**config.mk**
```make
export PLATFORM = sky130hd
export DESIGN_NAME = pwm_timer4
export DESIGN_NICKNAME = d
export VERILOG_FILES = /design/src/rtl/pwm_timer_pkg.sv /design/src/rtl/pwm_chan.sv /design/src/rtl/pwm_count.sv /design/src/rtl/pwm_regs.sv /design/src/rtl/pwm_timer4.sv
export SDC_FILE = /design/constraint.sdc
export NUM_CORES = 1
export LEC_CHECK = 0
export ABC_AREA = 1
export BUFFER_PORTS_ARGS = -buffer_cell sky130_fd_sc_hd__buf_2
export CAP_MARGIN = 5
export CORE_ASPECT_RATIO = 0.8
export CORE_MARGIN = 4
export CORE_UTILIZATION = 30
export CTS_BUF_LIST = sky130_fd_sc_hd__clkbuf_8
export CTS_CLUSTER_SIZE = 28
export DETAILED_ROUTE_END_ITERATION = 6
export HOLD_SLACK_MARGIN = 0.06
export SYNTH_ARGS = -nofsm -noshare
export SYNTH_HDL_FRONTEND = slang
export SYNTH_HIERARCHICAL = 1
export SYNTH_SLANG_ARGS = --single-unit
```
**constraint.sdc**
```tcl
create_clock -name clk -period 3.4 [get_ports clk]
set_clock_uncertainty 0.15 [all_clocks]
set_input_delay 0.34 -clock clk [delete_from_list [all_inputs] [get_ports clk]]
set_output_delay 0.34 -clock clk [all_outputs]
set_load 0.01 [all_outputs]
```
**src/rtl/pwm_timer_pkg.sv**
```systemverilog
package pwm_timer_pkg;
    localparam int DATA_W = 32;

    // word addresses
    localparam int WA_CFG  = 0;
    localparam int WA_RAW  = 2;
    localparam int WA_SCL  = 4;
    localparam int WA_CMP0 = 8;

    // configuration bit positions that drive behaviour
    localparam int BIT_ZCMP   = 9;
    localparam int BIT_ALWAYS = 12;
    localparam int BIT_ONCE   = 13;

    // all stored configuration bits
    localparam logic [DATA_W-1:0] CFG_WMASK = 32'h1101_370F;
endpackage

```
**src/rtl/pwm_chan.sv**
```systemverilog
module pwm_chan #(
    parameter int CMP_W = 16
) (
    input  logic             run,
    input  logic [CMP_W-1:0] scaled,
    input  logic [CMP_W-1:0] cmp,
    output logic             out_n
);
    always_comb begin
        out_n = 1'b1;
        if (run && (scaled < cmp)) begin
            out_n = 1'b0;
        end
    end
endmodule

```
**src/rtl/pwm_count.sv**
```systemverilog
module pwm_count #(
    parameter int CMP_W   = 16,
    parameter int SCALE_W = 4,
    parameter int CNT_W   = 31
) (
    input  logic               clk,
    input  logic               rst_n,
    input  logic               run,
    input  logic               zcmp,
    input  logic [SCALE_W-1:0] scale,
    input  logic [CMP_W-1:0]   cmp0,
    output logic [CNT_W-1:0]   cnt_q,
    output logic [CMP_W-1:0]   scaled,
    output logic               wrap
);
    logic [CNT_W-1:0] cnt_d;
    logic [CNT_W-1:0] win_mask;
    logic [CNT_W-1:0] low_mask;
    logic             full_end;
    logic             zero_end;

    always_comb begin
        scaled   = CMP_W'(cnt_q >> scale);
        win_mask = CNT_W'(((CNT_W+1)'(1) << (CMP_W + int'(scale))) - (CNT_W+1)'(1));
        low_mask = CNT_W'((CNT_W'(1) << scale) - CNT_W'(1));
        full_end = ((cnt_q & win_mask) == win_mask);
        zero_end = (scaled == cmp0) && ((cnt_q & low_mask) == low_mask);
        wrap     = zcmp ? zero_end : full_end;

        cnt_d = cnt_q;
        if (run) begin
            cnt_d = wrap ? '0 : cnt_q + CNT_W'(1);
        end
    end

    always_ff @(posedge clk or negedge rst_n) begin
        if (!rst_n) begin
            cnt_q <= '0;
        end else begin
            cnt_q <= cnt_d;
        end
    end
endmodule

```
**src/rtl/pwm_regs.sv**
```systemverilog
module pwm_regs
    import pwm_timer_pkg::*;
#(
    parameter int NCH     = 4,
    parameter int CMP_W   = 16,
    parameter int SCALE_W = 4,
    parameter int CNT_W   = 31,
    parameter int AW      = 4
) (
    input  logic                       clk,
    input  logic                       rst_n,
    input  logic                       bus_wr,
    input  logic [AW-1:0]              bus_addr,
    input  logic [DATA_W-1:0]          bus_wdata,
    output logic [DATA_W-1:0]          bus_rdata,
    input  logic                       once_done,
    input  logic [CNT_W-1:0]           cnt_raw,
    input  logic [CMP_W-1:0]           cnt_scl,
    output logic                       en_always,
    output logic                       en_once,
    output logic                       zcmp,
    output logic [SCALE_W-1:0]         scale,
    output logic                       cfg_wr,
    output logic [NCH-1:0][CMP_W-1:0]  cmp_q
);
    typedef struct packed {
        logic [DATA_W-1:0]         cfg;
        logic [NCH-1:0][CMP_W-1:0] cmp;
    } regs_t;

    regs_t s_q, s_d;

    always_comb begin
        cfg_wr = bus_wr && (int'(bus_addr) == WA_CFG);
        s_d    = s_q;
        if (once_done) begin
            s_d.cfg[BIT_ONCE] = 1'b0;
        end
        if (cfg_wr) begin
            s_d.cfg = bus_wdata & CFG_WMASK;
        end
        for (int i = 0; i < NCH; i++) begin
            if (bus_wr && (int'(bus_addr) == WA_CMP0 + i)) begin
                s_d.cmp[i] = bus_wdata[CMP_W-1:0];
            end
        end
    end

    always_comb begin
        bus_rdata = '0;
        if (int'(bus_addr) == WA_CFG) begin
            bus_rdata = s_q.cfg;
        end
        if (int'(bus_addr) == WA_RAW) begin
            bus_rdata = DATA_W'(cnt_raw);
        end
        if (int'(bus_addr) == WA_SCL) begin
            bus_rdata = DATA_W'(cnt_scl);
        end
        for (int i = 0; i < NCH; i++) begin
            if (int'(bus_addr) == WA_CMP0 + i) begin
                bus_rdata = DATA_W'(s_q.cmp[i]);
            end
        end
    end

    always_ff @(posedge clk or negedge rst_n) begin
        if (!rst_n) begin
            s_q <= '0;
        end else begin
            s_q <= s_d;
        end
    end

    assign en_always = s_q.cfg[BIT_ALWAYS];
    assign en_once   = s_q.cfg[BIT_ONCE];
    assign zcmp      = s_q.cfg[BIT_ZCMP];
    assign scale     = s_q.cfg[SCALE_W-1:0];
    assign cmp_q     = s_q.cmp;
endmodule

```
**src/rtl/pwm_timer4.sv**
```systemverilog
module pwm_timer4
    import pwm_timer_pkg::*;
#(
    parameter int NCH     = 4,
    parameter int CMP_W   = 16,
    parameter int SCALE_W = 4,
    parameter int AW      = 4
) (
    input  logic              clk,
    input  logic              rst_n,
    input  logic              bus_wr,
    input  logic [AW-1:0]     bus_addr,
    input  logic [DATA_W-1:0] bus_wdata,
    output logic [DATA_W-1:0] bus_rdata,
    output logic [NCH-1:0]    pwm_n
);
    localparam int CNT_W = CMP_W + (1 << SCALE_W) - 1;

    logic                      en_always;
    logic                      en_once;
    logic                      zcmp;
    logic [SCALE_W-1:0]        scale;
    logic                      cfg_wr;
    logic [NCH-1:0][CMP_W-1:0] cmp_q;
    logic [CNT_W-1:0]          cnt_q;
    logic [CMP_W-1:0]          scaled;
    logic                      wrap;
    logic                      run;
    logic                      once_done;

    assign run       = en_always | en_once;
    assign once_done = run & wrap & en_once;

    pwm_regs #(
        .NCH(NCH), .CMP_W(CMP_W), .SCALE_W(SCALE_W), .CNT_W(CNT_W), .AW(AW)
    ) u_regs (
        .clk(clk), .rst_n(rst_n),
        .bus_wr(bus_wr), .bus_addr(bus_addr), .bus_wdata(bus_wdata), .bus_rdata(bus_rdata),
        .once_done(once_done), .cnt_raw(cnt_q), .cnt_scl(scaled),
        .en_always(en_always), .en_once(en_once), .zcmp(zcmp), .scale(scale),
        .cfg_wr(cfg_wr), .cmp_q(cmp_q)
    );

    pwm_count #(
        .CMP_W(CMP_W), .SCALE_W(SCALE_W), .CNT_W(CNT_W)
    ) u_count (
        .clk(clk), .rst_n(rst_n), .run(run), .zcmp(zcmp), .scale(scale),
        .cmp0(cmp_q[0]), .cnt_q(cnt_q), .scaled(scaled), .wrap(wrap)
    );

    for (genvar g = 0; g < NCH; g++) begin : g_chan
        pwm_chan #(.CMP_W(CMP_W)) u_chan (
            .run(run), .scaled(scaled), .cmp(cmp_q[g]), .out_n(pwm_n[g])
        );
    end
endmodule

```
-- After elaboration in Yosys (flattened, before gate mapping)
Cells that the tools add are included.
- register bits: 107
- input port bits: 39
- output and inout port bits: 36
- logic and storage cells: 59
- add/sub/neg operators: 4
- order comparisons: 4
- equality and inequality tests: 9
- shift-type cells: 3
- mux-type cells: 15
- bitwise operators: 5
- reduce and logical (&&, ||, !) cells: 12
- operators by type and width (cell ; number):
    31-bit two-way mux ; 7
    16-bit less-than comparator ; 4
    31-bit AND ; 2
    31-bit equality test ; 2
    31-bit by 2-bit subtractor with 31-bit output, second input constant ; 2
    1-bit by 32-bit left shift with 31-bit output, first input constant ; 1
    31-bit by 1-bit adder with 31-bit output, second input constant ; 1
    1-bit by 4-bit left shift with 31-bit output, first input constant ; 1
    31-bit by 4-bit >> shifter with 16-bit output ; 1
    29-bit two-way mux ; 1
    4-bit equality test, second input constant ; 5
    16-bit equality test ; 1
    14-bit two-way mux ; 1
    1-bit logical AND ; 10
    5-bit by 4-bit adder with 6-bit output, first input constant ; 1
    1-bit two-way mux ; 6
    4-bit by 3-bit equality test with 1-bit output, second input constant ; 1
    4-bit zero test ; 1
    1-bit AND ; 2
    2-bit nonzero test ; 1
    1-bit bitwise OR ; 1

-- Depth between registers and ports, before layout
- word-level depth: 10
- gate-level depth with buffers: 24
- gate-level depth less buffers: 20

-- Hierarchy
Netlist, hierarchy kept.
- modules (own cells, without submodules) (module ; instances ; cells an instance ; area each (um^2) ; seq. area each (um^2)):
    pwm_regs ; 1 ; 589 ; 4583.1 ; 1901.8
    pwm_count ; 1 ; 732 ; 3960.0 ; 775.7
    pwm_chan ; 4 ; 68 ; 410.4 ; 0.0
    pwm_timer4 ; 1 ; 5 ; 18.8 ; 0.0

-- Worst setup path before layout
No wires, ideal clock.
- path kind: register -> register
- start: reg u_regs.s_q, in the netlist u_regs/scale[0]
- end: reg u_regs.s_q, in the netlist u_regs/en_once
- library setup time: 0.123 ns
- data arrival time: 2.479 ns
- required time: 3.127 ns
- setup slack: 0.647 ns
- stages on the path, launching flop included: 25
- buffers on the path: 4
- clock period less this slack: 2.753 ns
- cell sequence: dfrtp_1 > buf_4 > buf_4 > buf_2 > nor2_1 > nand2_1 > ha_1 > nor2_1 > nor2_1 > nand2_1 > nor2_1 > nand2_1 > nor2_1 > nand2_1 > nor2_1 > nand2_1 > nor2_1 > nand2_1 > nor2_1 > nand3_1 > nand2_2 > buf_6 > nand2_1 > inv_1 > o31ai_1
- word-level cells in the longest chain between the ends: 9
- elaborated cells on any way between the ends: 16
- classes of those cells: add/sub (3); eq/ne (3); shift (3); mux (1); bitwise (4); reduce/logical (2)
- RTL lines (item ; line ; text):
    from (decl) ; pwm_regs.sv:31 ; regs_t s_q, s_d;
    from (signal assigned) ; pwm_regs.sv:69 ; s_q <= '0;
    from (signal assigned) ; pwm_regs.sv:71 ; s_q <= s_d;
    5-bit by 4-bit adder with 6-bit output or 1-bit by 4-bit left shift with 31-bit output (tied branches) ; pwm_count.sv:24, pwm_count.sv:25 ;
    1-bit by 32-bit left shift with 31-bit output or 31-bit by 2-bit subtractor with 31-bit output (tied branches) ; pwm_count.sv:24, pwm_count.sv:25 ;
    31-bit by 2-bit subtractor with 31-bit output or 31-bit AND (tied branches) ; pwm_count.sv:24, pwm_count.sv:27 ;
    31-bit AND or 31-bit equality test (tied branches) ; pwm_count.sv:26, pwm_count.sv:27 ;
    31-bit equality test or 1-bit logical AND (tied branches) ; pwm_count.sv:26, pwm_count.sv:27 ;
    1-bit two-way mux (*) ; pwm_count.sv:28 ; wrap = zcmp ? zero_end : full_end;
    net wrap ; pwm_timer4.sv:27 ; logic wrap;
    1-bit AND (*) (2 in a row) ; pwm_timer4.sv:32 ; assign once_done = run & wrap & en_once;
    net once_done ; pwm_timer4.sv:29 ; logic once_done;
    2-bit nonzero test (no line) (*) ; -- ;
Mark *: on every way through the listed nets, which the timed path passes. The rest lies on a longest branch.
A chain may end at the register's enable or synchronous reset.

-- Worst setup path after layout
- start: reg u_regs.s_q, in the netlist u_regs/scale[0]
- end: out pwm_n[3]
- word-level cells in the longest chain between the ends: 4
- RTL lines (item ; line ; text):
    31-bit by 4-bit >> shifter with 16-bit output ; pwm_count.sv:23 ; scaled = CMP_W'(cnt_q >> scale);
    net scaled[15] ; pwm_timer4.sv:26 ; logic [CMP_W-1:0] scaled;
    16-bit less-than comparator ; pwm_chan.sv:11 ; if (run && (scaled < cmp)) begin
    1-bit logical AND ; pwm_chan.sv:11 ;
    1-bit two-way mux ; pwm_chan.sv:11 ;
    to (decl) ; pwm_timer4.sv:15 ; output logic [NCH-1:0] pwm_n
The timed path passes the listed nets, and every way through them passes these cells.

==> metrics <==
Final TNS setup 0 ps; fin crit share 98.2%; library cells used by synthesis 45; post-DP HPWL 25700 microns; # diodes 0; Crit Reg-Reg Endpoint u_count/cnt_q[11]$_DFFE_PN0P_; Max Clk Rate 0.300 GHz; CTS Root Cell clkbuf_8; most frequent cells in the layout 407 x nand2_1, 208 x inv_1, 138 x nand3_1; r2r worst-path depth 19; Die Height 173 microns; largest net degree at the start of global routing 65; global placer's final weighted congestion 0.966; Syn Inst Count 1598; DRT antenna net count 0; Max-Cap Viols 0; Clock transition at path regs 120 ps; Overflow after GRT 0; clock latency on the worst-skew pair 410 ps; Area Overhead vs Synth 20.0%; worst-path fanout max 14; post-DR wirelength/cell 17.2 microns; final setup fails 0; status finished clean; Initial DRC Count 1181; vias in the first global route 9250; reg-to-reg startpoint u_regs/scale[1]$_DFFE_PN0P_; pre-CTS setup slack 110 ps; final core occ 36.5%; worst slew pin tran 853 ps; clock share of power 12.3%; via count 10376; Syn Area/Cell 6.39 sq um; Worst setup EP type output pin; RSZ-0062 raised after global routing yes; ys async rst share 100%; TritonCTS clock tree done; Cells on Worst Hold Path 3; Worst EP arrival 2850 ps; Total GRT Usage 17.6%; Final min period 3340 ps; nets 1714; register area share after synthesis 26.2%; # IOs 75; Worst EP required 2910 ps; drt first pass iters 6; hold crit path type in2reg; Net Switching 3.47 mW; R2R setup slack 280 ps; top_reg_cell synth dfrtp_1; DRC 0; Core Area 33600 sq um; CP Launch Type register; most common cell after layout, fill and taps aside nand2_1; total wire length 35300 microns; Die Width 214 microns; die area 37000 sq um; switch share 50.6%; combinational fraction of design power 61.5%; Internal Power 3.39 mW; Final Total Pwr 6.86 mW; pwr dens 560 nW/um^2; final hold vios 0; CTS Buffer Depth 2; first-pass GRT wire length 52100 microns; startpoint of the worst hold path bus_wdata[4]; Sequential Power Share 26.2%; CP Class reg2out; Initial Utilization 30.4%; final hold slack 75.3 ps; Hold EP u_regs/cmp_q[4]$_DFFE_PN0P_; Ys Warns 6; layout cells sized above 1 25.8%; DR vias/cell 5.06; site row count 60; setup ws final 61.5 ps; #FFs+latches synth 107; Num CTS Buffers 9; H-tree levels 3; number of flops mapped to enable cells by yosys 0; Fillers 3557; TritonCTS Sinks 107; Post-Syn Nets 1699; # port buffers 60; Post-Syn Area 10200 sq um; count of pins over their slew limit 0; Leakage Power 6.00 nW; antenna violations before repair 0; Max VDD drop 0.229 mV; Slew headroom 43.0%
worst max-delay path, cell delays in order, from the launching register on:
cell,delay [ps]
dfrtp_4,530
buf_12,160
buf_6,150
o21ai_0,200
nand2_1,90
nand3_1,140
nand3_4,130
nand2_8,150
ha_4,220
a211oi_2,280
nand2_1,80
nor2_1,80
nand2_1,80
buf_2,150
power groups by stage:
stage | Combinational (mW) | Clock, mW | Sequential, mW
final | 4.22 | 0.846 | 1.80
after global routing | 4.67 | 0.917 | 1.83
after CTS | 3.25 | 0.872 | 1.79
after detailed placement | 3.18 | 0 | 1.81
after global placement | 3.13 | 0 | 1.81
after floorplan | 2.57 | 0 | 1.67
flip-flops by register name, indices dropped and copies added, names as in the netlist:
register	flops
u_regs/en_always	1
u_regs/cmp_q	64
u_regs/zcmp	1
u_regs/en_once	1
u_regs/s_q	5
u_count/cnt_q	31
u_regs/scale	4
worst max path at each step:
stage                                      end  slack, ps                   startpoint
floorplan           u_regs/en_once$_DFFE_PN0P_        650  u_regs/scale[0]$_DFFE_PN0P_
global placement                      pwm_n[0]        120  u_regs/scale[0]$_DFFE_PN0P_
detailed placement                    pwm_n[0]        110  u_regs/scale[0]$_DFFE_PN0P_
CTS                                   pwm_n[0]          2  u_regs/scale[0]$_DFFE_PN0P_
global route                          pwm_n[2]        -50  u_regs/scale[0]$_DFFE_PN0P_
finish                                pwm_n[3]         60  u_regs/scale[0]$_DFFE_PN0P_
final cells by class:
type | instances | area (sq um) | area share (%)
repair buffers | 122 | 921 | 7.52
inverters | 232 | 901 | 7.36
flip-flops and latches | 107 | 2690 | 21.9
repair inverters | 3 | 45.0 | 0.368
clock inverters | 7 | 80.1 | 0.654
clock buffers | 9 | 124 | 1.01
multi-input cells | 1138 | 6940 | 56.7
well taps | 434 | 543 | 4.44
cells in the mapped netlist, types with 2 or more instances:
cell type / n / share of area, %
nor2_8: 2 / 0.39
inv_4: 2 / 0.12
inv_1: 218 / 8.0
nand4_1: 29 / 1.8
buf_4: 74 / 5.4
nand2_4: 2 / 0.22
buf_1: 2 / 0.074
clkbuf_1: 13 / 0.48
a211oi_1: 4 / 0.29
o21ai_1: 43 / 2.1
dfrtp_1: 107 / 26
xor2_1: 19 / 1.6
o21ai_2: 32 / 2.7
nor2_4: 4 / 0.44
xnor2_1: 2 / 0.17
nand3_1: 181 / 8.9
buf_2: 23 / 1.1
a21oi_1: 52 / 2.6
nor3_1: 14 / 0.69
nand2_2: 14 / 0.86
nor4_2: 4 / 0.49
o21ai_0: 28 / 1.4
and2_1: 2 / 0.12
ha_1: 62 / 7.6
nand2_1: 494 / 18
nor2_2: 4 / 0.25
nor2_1: 129 / 4.7
nor4_1: 2 / 0.12
a21boi_1: 3 / 0.22
inv_2: 10 / 0.37
buf_6: 9 / 0.99
metrics by stage:
step | instance area [sq um] | std cells
global route | 12200 | 2052
detailed placement | 10500 | 2002
floorplan | 10200 | 1598
CTS | 10800 | 2026
finish | 12200 | 2052
global placement | 10500 | 2002
routing by layer:
layer  vias to the layer above  track usage (%)  part of all wire [%]
met5                         -                0                     0
met4                         0             4.91                   2.4
met3                        57             2.90                   7.6
met2                       440             26.1                    43
met1                      4844             26.3                    47
li1                       5035                -                     -
logic make-up after synthesis:
kind of cell	count (synthesis)	synth area share, %
adder cells (fa/ha/maj)	62	7.60
AO/OA/AOI/OAI	167	9.71
other	1	0.0368
AND/OR/NAND/NOR	887	37.9
XOR/XNOR	21	1.80
flip-flops	107	26.2
buffers and inverters	353	16.8
what timing repair did:
item                                    4_1_cts  5_1_grt
gates cloned                                  1        5
hold buffers                                  4        0
setup buffers                                 3       22
pin swaps                                     0       53
resized for setup                            21      261
endpoints found under the hold margin        46        0
endpoints found under the setup margin        4       35
Note: power is estimated with default switching activity, not from simulation.
